## src/rtl/lmq_pkg.sv

```systemverilog
package lmq_pkg;

    typedef enum logic [1:0] {
        SLOT_FREE  = 2'd0,
        SLOT_LIVE  = 2'd1,
        SLOT_SPENT = 2'd2
    } slot_state_t;

    typedef enum logic {
        FLT_CLEAR   = 1'b0,
        FLT_TRIPPED = 1'b1
    } fault_state_t;

endpackage

```

## src/rtl/lmq_slot.sv

```systemverilog
module lmq_slot
    import lmq_pkg::*;
#(
    parameter int SEQ_W  = 8,
    parameter int ADDR_W = 32,
    parameter int DATA_W = 32
) (
    input  logic              clk,
    input  logic              rst_n,
    input  logic              alloc_i,
    input  logic              consume_i,
    input  logic              release_i,
    input  logic [SEQ_W-1:0]  wr_seq_i,
    input  logic [ADDR_W-1:0] wr_addr_i,
    input  logic [DATA_W-1:0] wr_data_i,
    output logic              live_o,
    output logic              spent_o,
    output logic [SEQ_W-1:0]  seq_o,
    output logic [ADDR_W-1:0] addr_o,
    output logic [DATA_W-1:0] data_o
);

    slot_state_t state_q, state_d;
    logic [SEQ_W-1:0]  seq_q;
    logic [ADDR_W-1:0] addr_q;
    logic [DATA_W-1:0] data_q;

    // next-state: alloc, consume, release
    always_comb begin
        state_d = state_q;
        unique case (state_q)
            SLOT_FREE:  if (alloc_i)   state_d = SLOT_LIVE;
            SLOT_LIVE:  if (consume_i) state_d = SLOT_SPENT;
            SLOT_SPENT: if (release_i) state_d = SLOT_FREE;
            default:                   state_d = SLOT_FREE;
        endcase
    end

    // state register
    always_ff @(posedge clk or negedge rst_n) begin
        if (!rst_n) state_q <= SLOT_FREE;
        else        state_q <= state_d;
    end

    // record payload, written on alloc
    always_ff @(posedge clk or negedge rst_n) begin
        if (!rst_n) begin
            seq_q  <= '0;
            addr_q <= '0;
            data_q <= '0;
        end else if (alloc_i) begin
            seq_q  <= wr_seq_i;
            addr_q <= wr_addr_i;
            data_q <= wr_data_i;
        end
    end

    // outputs
    always_comb begin
        live_o  = (state_q == SLOT_LIVE);
        spent_o = (state_q == SLOT_SPENT);
        seq_o   = seq_q;
        addr_o  = addr_q;
        data_o  = data_q;
    end

    // the tail pointer only ever allocates an empty slot
    p_alloc_free_r2: assert property (@(posedge clk) disable iff (!rst_n)
        alloc_i |-> state_q == SLOT_FREE);

    // only an unread record can be consumed
    p_consume_live_r6: assert property (@(posedge clk) disable iff (!rst_n)
        consume_i |-> state_q == SLOT_LIVE);

    // the head is released only after it was consumed
    p_release_spent_r9: assert property (@(posedge clk) disable iff (!rst_n)
        release_i |-> $past(consume_i) || state_q == SLOT_SPENT);

endmodule

```

## src/rtl/lmq_match.sv

```systemverilog
module lmq_match #(
    parameter int DEPTH  = 16,
    parameter int SEQ_W  = 8,
    parameter int ADDR_W = 32,
    parameter int DATA_W = 32,
    localparam int PTR_W = $clog2(DEPTH)
) (
    input  logic                         look_valid_i,
    input  logic [SEQ_W-1:0]             look_seq_i,
    input  logic [DEPTH-1:0]             live_i,
    input  logic [DEPTH-1:0][SEQ_W-1:0]  seq_i,
    input  logic [DEPTH-1:0][ADDR_W-1:0] addr_i,
    input  logic [DEPTH-1:0][DATA_W-1:0] data_i,
    output logic                         hit_o,
    output logic [PTR_W-1:0]             idx_o,
    output logic [ADDR_W-1:0]            addr_o,
    output logic [DATA_W-1:0]            data_o
);

    logic [DEPTH-1:0] eq;

    for (genvar g = 0; g < DEPTH; g++) begin : g_cmp
        assign eq[g] = look_valid_i && live_i[g] && (seq_i[g] == look_seq_i);
    end

    // lowest-numbered matching slot wins
    always_comb begin
        hit_o = 1'b0;
        idx_o = '0;
        for (int i = DEPTH - 1; i >= 0; i--) begin
            if (eq[i]) begin
                hit_o = 1'b1;
                idx_o = PTR_W'(i);
            end
        end
        addr_o = addr_i[idx_o];
        data_o = data_i[idx_o];
    end

endmodule

```

## src/rtl/lmq_fault.sv

```systemverilog
module lmq_fault
    import lmq_pkg::*;
(
    input  logic clk,
    input  logic rst_n,
    input  logic mismatch_i,
    output logic fault_o
);

    fault_state_t state_q, state_d;

    // next-state: trip
    always_comb begin
        state_d = state_q;
        unique case (state_q)
            FLT_CLEAR:   if (mismatch_i) state_d = FLT_TRIPPED;
            FLT_TRIPPED: state_d = FLT_TRIPPED;
            default:     state_d = FLT_CLEAR;
        endcase
    end

    // state register
    always_ff @(posedge clk or negedge rst_n) begin
        if (!rst_n) state_q <= FLT_CLEAR;
        else        state_q <= state_d;
    end

    // outputs
    always_comb fault_o = (state_q == FLT_TRIPPED);

    // once raised, the fault stays until reset
    p_fault_sticky_r7: assert property (@(posedge clk) disable iff (!rst_n)
        fault_o |=> fault_o);

endmodule

```

## src/rtl/load_mirror_queue.sv

```systemverilog
module load_mirror_queue
    import lmq_pkg::*;
#(
    parameter int DEPTH  = 16,
    parameter int SEQ_W  = 8,
    parameter int ADDR_W = 32,
    parameter int DATA_W = 32
) (
    input  logic              clk,
    input  logic              rst_n,
    input  logic              push_valid,
    input  logic [SEQ_W-1:0]  push_seq,
    input  logic [ADDR_W-1:0] push_addr,
    input  logic [DATA_W-1:0] push_data,
    output logic              push_full,
    input  logic              look_valid,
    input  logic [SEQ_W-1:0]  look_seq,
    input  logic [ADDR_W-1:0] look_addr,
    output logic              look_hit,
    output logic [DATA_W-1:0] look_data,
    output logic              addr_fault
);

    localparam int PTR_W = $clog2(DEPTH);
    localparam int CNT_W = $clog2(DEPTH + 1);

    logic [PTR_W-1:0] head_q, tail_q;
    logic [CNT_W-1:0] count_q;

    logic [DEPTH-1:0]             live, spent;
    logic [DEPTH-1:0][SEQ_W-1:0]  slot_seq;
    logic [DEPTH-1:0][ADDR_W-1:0] slot_addr;
    logic [DEPTH-1:0][DATA_W-1:0] slot_data;

    logic              accept, release_head, mismatch;
    logic [PTR_W-1:0]  hit_idx;
    logic [ADDR_W-1:0] hit_addr;

    function automatic logic [PTR_W-1:0] bump(input logic [PTR_W-1:0] p);
        return (p == PTR_W'(DEPTH - 1)) ? '0 : p + 1'b1;
    endfunction

    assign push_full    = (count_q == CNT_W'(DEPTH));
    assign accept       = push_valid && !push_full;
    assign release_head = spent[head_q];
    assign mismatch     = look_hit && (look_addr != hit_addr);

    for (genvar g = 0; g < DEPTH; g++) begin : g_slot
        lmq_slot #(
            .SEQ_W (SEQ_W),
            .ADDR_W(ADDR_W),
            .DATA_W(DATA_W)
        ) u_slot (
            .clk      (clk),
            .rst_n    (rst_n),
            .alloc_i  (accept && (tail_q == PTR_W'(g))),
            .consume_i(look_hit && (hit_idx == PTR_W'(g))),
            .release_i(release_head && (head_q == PTR_W'(g))),
            .wr_seq_i (push_seq),
            .wr_addr_i(push_addr),
            .wr_data_i(push_data),
            .live_o   (live[g]),
            .spent_o  (spent[g]),
            .seq_o    (slot_seq[g]),
            .addr_o   (slot_addr[g]),
            .data_o   (slot_data[g])
        );
    end

    lmq_match #(
        .DEPTH (DEPTH),
        .SEQ_W (SEQ_W),
        .ADDR_W(ADDR_W),
        .DATA_W(DATA_W)
    ) u_match (
        .look_valid_i(look_valid),
        .look_seq_i  (look_seq),
        .live_i      (live),
        .seq_i       (slot_seq),
        .addr_i      (slot_addr),
        .data_i      (slot_data),
        .hit_o       (look_hit),
        .idx_o       (hit_idx),
        .addr_o      (hit_addr),
        .data_o      (look_data)
    );

    lmq_fault u_fault (
        .clk       (clk),
        .rst_n     (rst_n),
        .mismatch_i(mismatch),
        .fault_o   (addr_fault)
    );

    // tail advances on alloc, head on release, occupancy tracks both
    always_ff @(posedge clk or negedge rst_n) begin
        if (!rst_n) begin
            head_q  <= '0;
            tail_q  <= '0;
            count_q <= '0;
        end else begin
            if (accept)       tail_q <= bump(tail_q);
            if (release_head) head_q <= bump(head_q);
            unique case ({accept, release_head})
                2'b10:   count_q <= count_q + 1'b1;
                2'b01:   count_q <= count_q - 1'b1;
                default: count_q <= count_q;
            endcase
        end
    end

    // occupancy never exceeds the slot count
    p_no_overflow_r3: assert property (@(posedge clk) disable iff (!rst_n)
        count_q <= CNT_W'(DEPTH));

    // while full, occupancy cannot grow
    p_full_holds_r3: assert property (@(posedge clk) disable iff (!rst_n)
        push_full |=> count_q <= $past(count_q));

    // a hit needs at least one record held
    p_hit_nonempty_r4: assert property (@(posedge clk) disable iff (!rst_n)
        look_hit |-> count_q != '0);

    // the fault rises only after a hit with a differing address
    p_fault_cause_r7: assert property (@(posedge clk) disable iff (!rst_n)
        $rose(addr_fault) |-> $past(look_valid && look_hit && (look_addr != hit_addr)));

endmodule

```

## config.mk

```make
export PLATFORM = sky130hd
export DESIGN_NAME = load_mirror_queue
export DESIGN_NICKNAME = d
export VERILOG_FILES = /design/src/rtl/lmq_pkg.sv /design/src/rtl/lmq_slot.sv /design/src/rtl/lmq_match.sv /design/src/rtl/lmq_fault.sv /design/src/rtl/load_mirror_queue.sv
export SDC_FILE = /design/constraint.sdc
export NUM_CORES = 2
export LEC_CHECK = 0
export BUFFER_PORTS_ARGS = -buffer_cell sky130_fd_sc_hd__buf_4
export CELL_PAD_IN_SITES_DETAIL_PLACEMENT = 1
export CELL_PAD_IN_SITES_GLOBAL_PLACEMENT = 1
export CORE_MARGIN = 3
export CORE_UTILIZATION = 55
export CTS_CLUSTER_SIZE = 14
export DETAILED_ROUTE_END_ITERATION = 8
export GPL_TIMING_DRIVEN = 0
export PLACE_DENSITY_LB_ADDON = 0.1
export REMOVE_ABC_BUFFERS = 1
export SKIP_LAST_GASP = 1
export SLEW_MARGIN = 20
export SYNTH_ARGS = -nofsm -noshare
export SYNTH_HDL_FRONTEND = slang
export SYNTH_SLANG_ARGS = --single-unit
```

## constraint.sdc

```tcl
create_clock -name clk -period 6.6 [get_ports clk]
set_clock_uncertainty 0.1 [all_clocks]
set_input_delay 0.33 -clock clk [delete_from_list [all_inputs] [get_ports clk]]
set_output_delay 0.33 -clock clk [all_outputs]
set_load 0.01 [all_outputs]
```

==> run metrics <==
status complete, no violations; Worst Tran Pin Value around 1.1 ns; Cells after Synth between 4,000 and 5,000; CP Class flop to flop; Yosys top cell area share approximately 54%; Root Driver clkbuf_16; CTS tree yes; Crit. End Element flop; GRT met1 Usage approximately 46%; vias in the first global route approximately 44,000; M2 GR Usage 59.04%; Pins Over Slew Limit 0; R2R cell count 15; reg2reg end u_fault.fault_o; commonest cells after routing, fill and taps aside dfrtp_1 (1,198), mux2_2 (1,036), nand2_1 (802), a21oi_1 (159), buf_4 (157); FP Rows around 120; Peak supply drop roughly 0.00024 V; final core occ between 60% and 70%; wire per inst 29.93 um; H-tree depth 4; hold_sp push_valid; Max clock buf depth 3; cell area power density 436.9 nW/um^2; Worst setup startpoint g_slot[0].u_slot.seq_o[4]; Post-synth EDFFs 0; Synth Cell Area between 50,000 and 60,000 sq um; Antenna Violating Nets Remaining 0; worst endpoint required time 7.09 ns; Critical Path Sink u_fault.fault_o; GRT overflow 0; die width about 320 um; NumNets Final 4,924; Iter 0 DRT Violations between 3,000 and 4,000; RSZ-0062 raised after global routing no; mean post-synth cell area ~12 sq um; Gate power share between 20% and 30%; initial antenna violation count 7; Die Y ~320 um; initial core utilization ~56%; switch share a little under a third; Yosys reg bits ~1,200; sequential-to-total area share from yosys stat roughly 54%; Skew-Pair Late Insertion Delay between 0.7 and 0.8 ns; final worst path period share 99.26%; vias per cell approximately 6.6; clock share of power 26.5%; crit-path max FO 27; Pre-antenna DRT Iters 7; die area ~100,000 sq um; Netlist cell types 89; CP startpoint kind flop; first-pass GRT wire length between 200,000 and 300,000 um; Setup Viol. Count Final 0; Area Overhead vs Synth 15.95%; ys flop type dfrtp_1; RR Startpoint g_slot[0].u_slot.seq_o[4]; largest net degree at the start of global routing approximately 150; minimum clock period approximately 6.6 ns; Reg power frac a little under half; Synth Warn # 0; # DRC 0; FFs w/ async S/R, synth 100.0%; Reg clk slew, reported paths 0.07 ns; via count about 41,000; Int Power 19,340 uW; Most Crowded Layer GR met2; final hold viol count 0; hold crit path type primary input to flop; Leak Pwr roughly 0.029 uW; number of buffers created by CTS 134; WP data arrival 7.04 ns; clock sink total between 1,000 and 1,500; DPL Wire Length around 110,000 um; reg2reg setup slack about 0.049 ns; layout cells sized above 1 roughly 32%; routability congestion estimate approximately 0.81; net switching power 8634 uW; Max-slew headroom roughly 28%; Area contributors post-synth dfrtp_1 (54%), mux2_2 (21%), nand2_1 (5.5%); PortBufs 150; dominant cell type by area after synthesis dfrtp_1; commonest non-fill, non-tap cell in the layout dfrtp_1; core box area approximately 99,000 sq um; GRT Util Overall 35.40%; fmax about 150 MHz; GR Layer Usage met3 under 10%; num ports 151; maxcap violations 0; Final Power 27,980 uW; Routed WL around 180,000 um
[stage by stage]
step	TNS, ns	std cells	area (sq um)	setup WS, ns	hold WS, ns
2_1_floorplan	-42.89	4322	53540	-1.955	-0.06559
3_3_place_gp	-	5759	56280	-13.65	0.3174
3_5_place_dp	-0.6454	5865	58930	-0.6454	0.1761
4_1_cts	0	6165	63990	0.1577	0.001778
5_1_grt	0	6167	64030	0.05893	0.003721
6_report	0	6171	64040	0.04877	0.01359
[final cells by class]
class | count | area [sq um]
multi-input combinational | 3098 | 23830
clock buffer | 201 | 4003
tap | 1287 | 1610
antenna | 4 | 10.01
fill | 9658 | 34960
timing repair buffer | 336 | 4234
sequential | 1198 | 29980
clock inverter | 20 | 262.8
inverter | 27 | 111.4
[synthesized netlist by cell type, drive strengths merged, types with 6 or more instances]
| cell type | count |
|---|---|
| a21o | 8 |
| a21oi | 161 |
| a221oi | 137 |
| a22oi | 7 |
| a31oi | 16 |
| a32oi | 10 |
| and3 | 16 |
| and4 | 7 |
| buf | 109 |
| clkbuf | 275 |
| dfrtp | 1198 |
| ha | 12 |
| inv | 27 |
| mux2 | 1036 |
| mux2i | 42 |
| nand2 | 804 |
| nand2b | 9 |
| nand3 | 88 |
| nand4 | 24 |
| nand4b | 7 |
| nor2 | 85 |
| nor2b | 18 |
| nor3 | 45 |
| nor4 | 29 |
| o2111ai | 8 |
| o211ai | 13 |
| o21ai | 79 |
| o221ai | 30 |
| o22a | 22 |
| o22ai | 104 |
| or2 | 29 |
| or3 | 7 |
| or4 | 6 |
| xnor2 | 51 |
| xor2 | 111 |
[per-layer routing]
metal	share of wire [%]	up-vias
met5	0.022	-
met4	4.2	6
met3	5.3	514
met2	49	1391
met1	42	21740
li1	-	16940
[state kept, by name, indices dropped and copies added, names as in the netlist]
signal                 flops
count_q                    5
g_slot.u_slot.addr_o     512
g_slot.u_slot.data_o     512
g_slot.u_slot.seq_o      128
g_slot.u_slot.state_q     32
head_q                     4
tail_q                     4
u_fault.fault_o            1
[power by group through the flow]
stage / combinational, uW / clock (uW) / sequential [uW]
detailed placement: 7610 / 0 / 12700
finish: 7840 / 7410 / 12700
global route: 8500 / 7800 / 13100
CTS: 7840 / 7490 / 12700
floorplan: 5560 / 0 / 12100
global placement: 7350 / 0 / 12400
[worst max-delay path, stage by stage, from the launching register on]
cell,delay [ns]
dfrtp_1,0.42
xor2_1,0.17
nor4_1,0.50
nand3_1,0.45
nand2_1,0.62
a21o_2,0.45
o21a_4,0.54
buf_12,0.28
nor2_4,0.20
inv_1,0.38
o22ai_1,0.12
nor4_1,0.65
xor2_1,0.12
or4_1,0.52
nor4_2,0.63
a31oi_1,0.19
[logic make-up (layout without fill, tap and decap cells)]
logic type	after synthesis	in the layout	synth area share, %
flops	1198	1198	54.28
fa+ha+maj	13	13	0.3081
simple gates	1182	1182	9.313
mux	1080	1080	21.97
buf+inv	411	584	3.235
other cells	0	4	0
compound gates	660	661	8.328
xor+xnor	162	162	2.569
[what timing repair did]
action | CTS | global route
cloned | 0 | 1
hold buffers | 77 | 0
pin swaps | 1 | 0
buffers inserted | 2 | 0
gates resized for setup | 1 | 1
setup endpoints to repair | 1 | 1
hold endpoints to repair | 1402 | 0
[worst min path at each step]
stage / depth (start not counted) / to
5_1_grt: 4 / tail_q[0]
3_3_place_gp: 1 / g_slot[8].u_slot.state_q[0]
2_1_floorplan: 0 / count_q[0]
6_report: 4 / tail_q[0]
4_1_cts: 5 / u_fault.fault_o
3_5_place_dp: 1 / tail_q[1]
No activity file was read; power rests on OpenSTA's default activity.
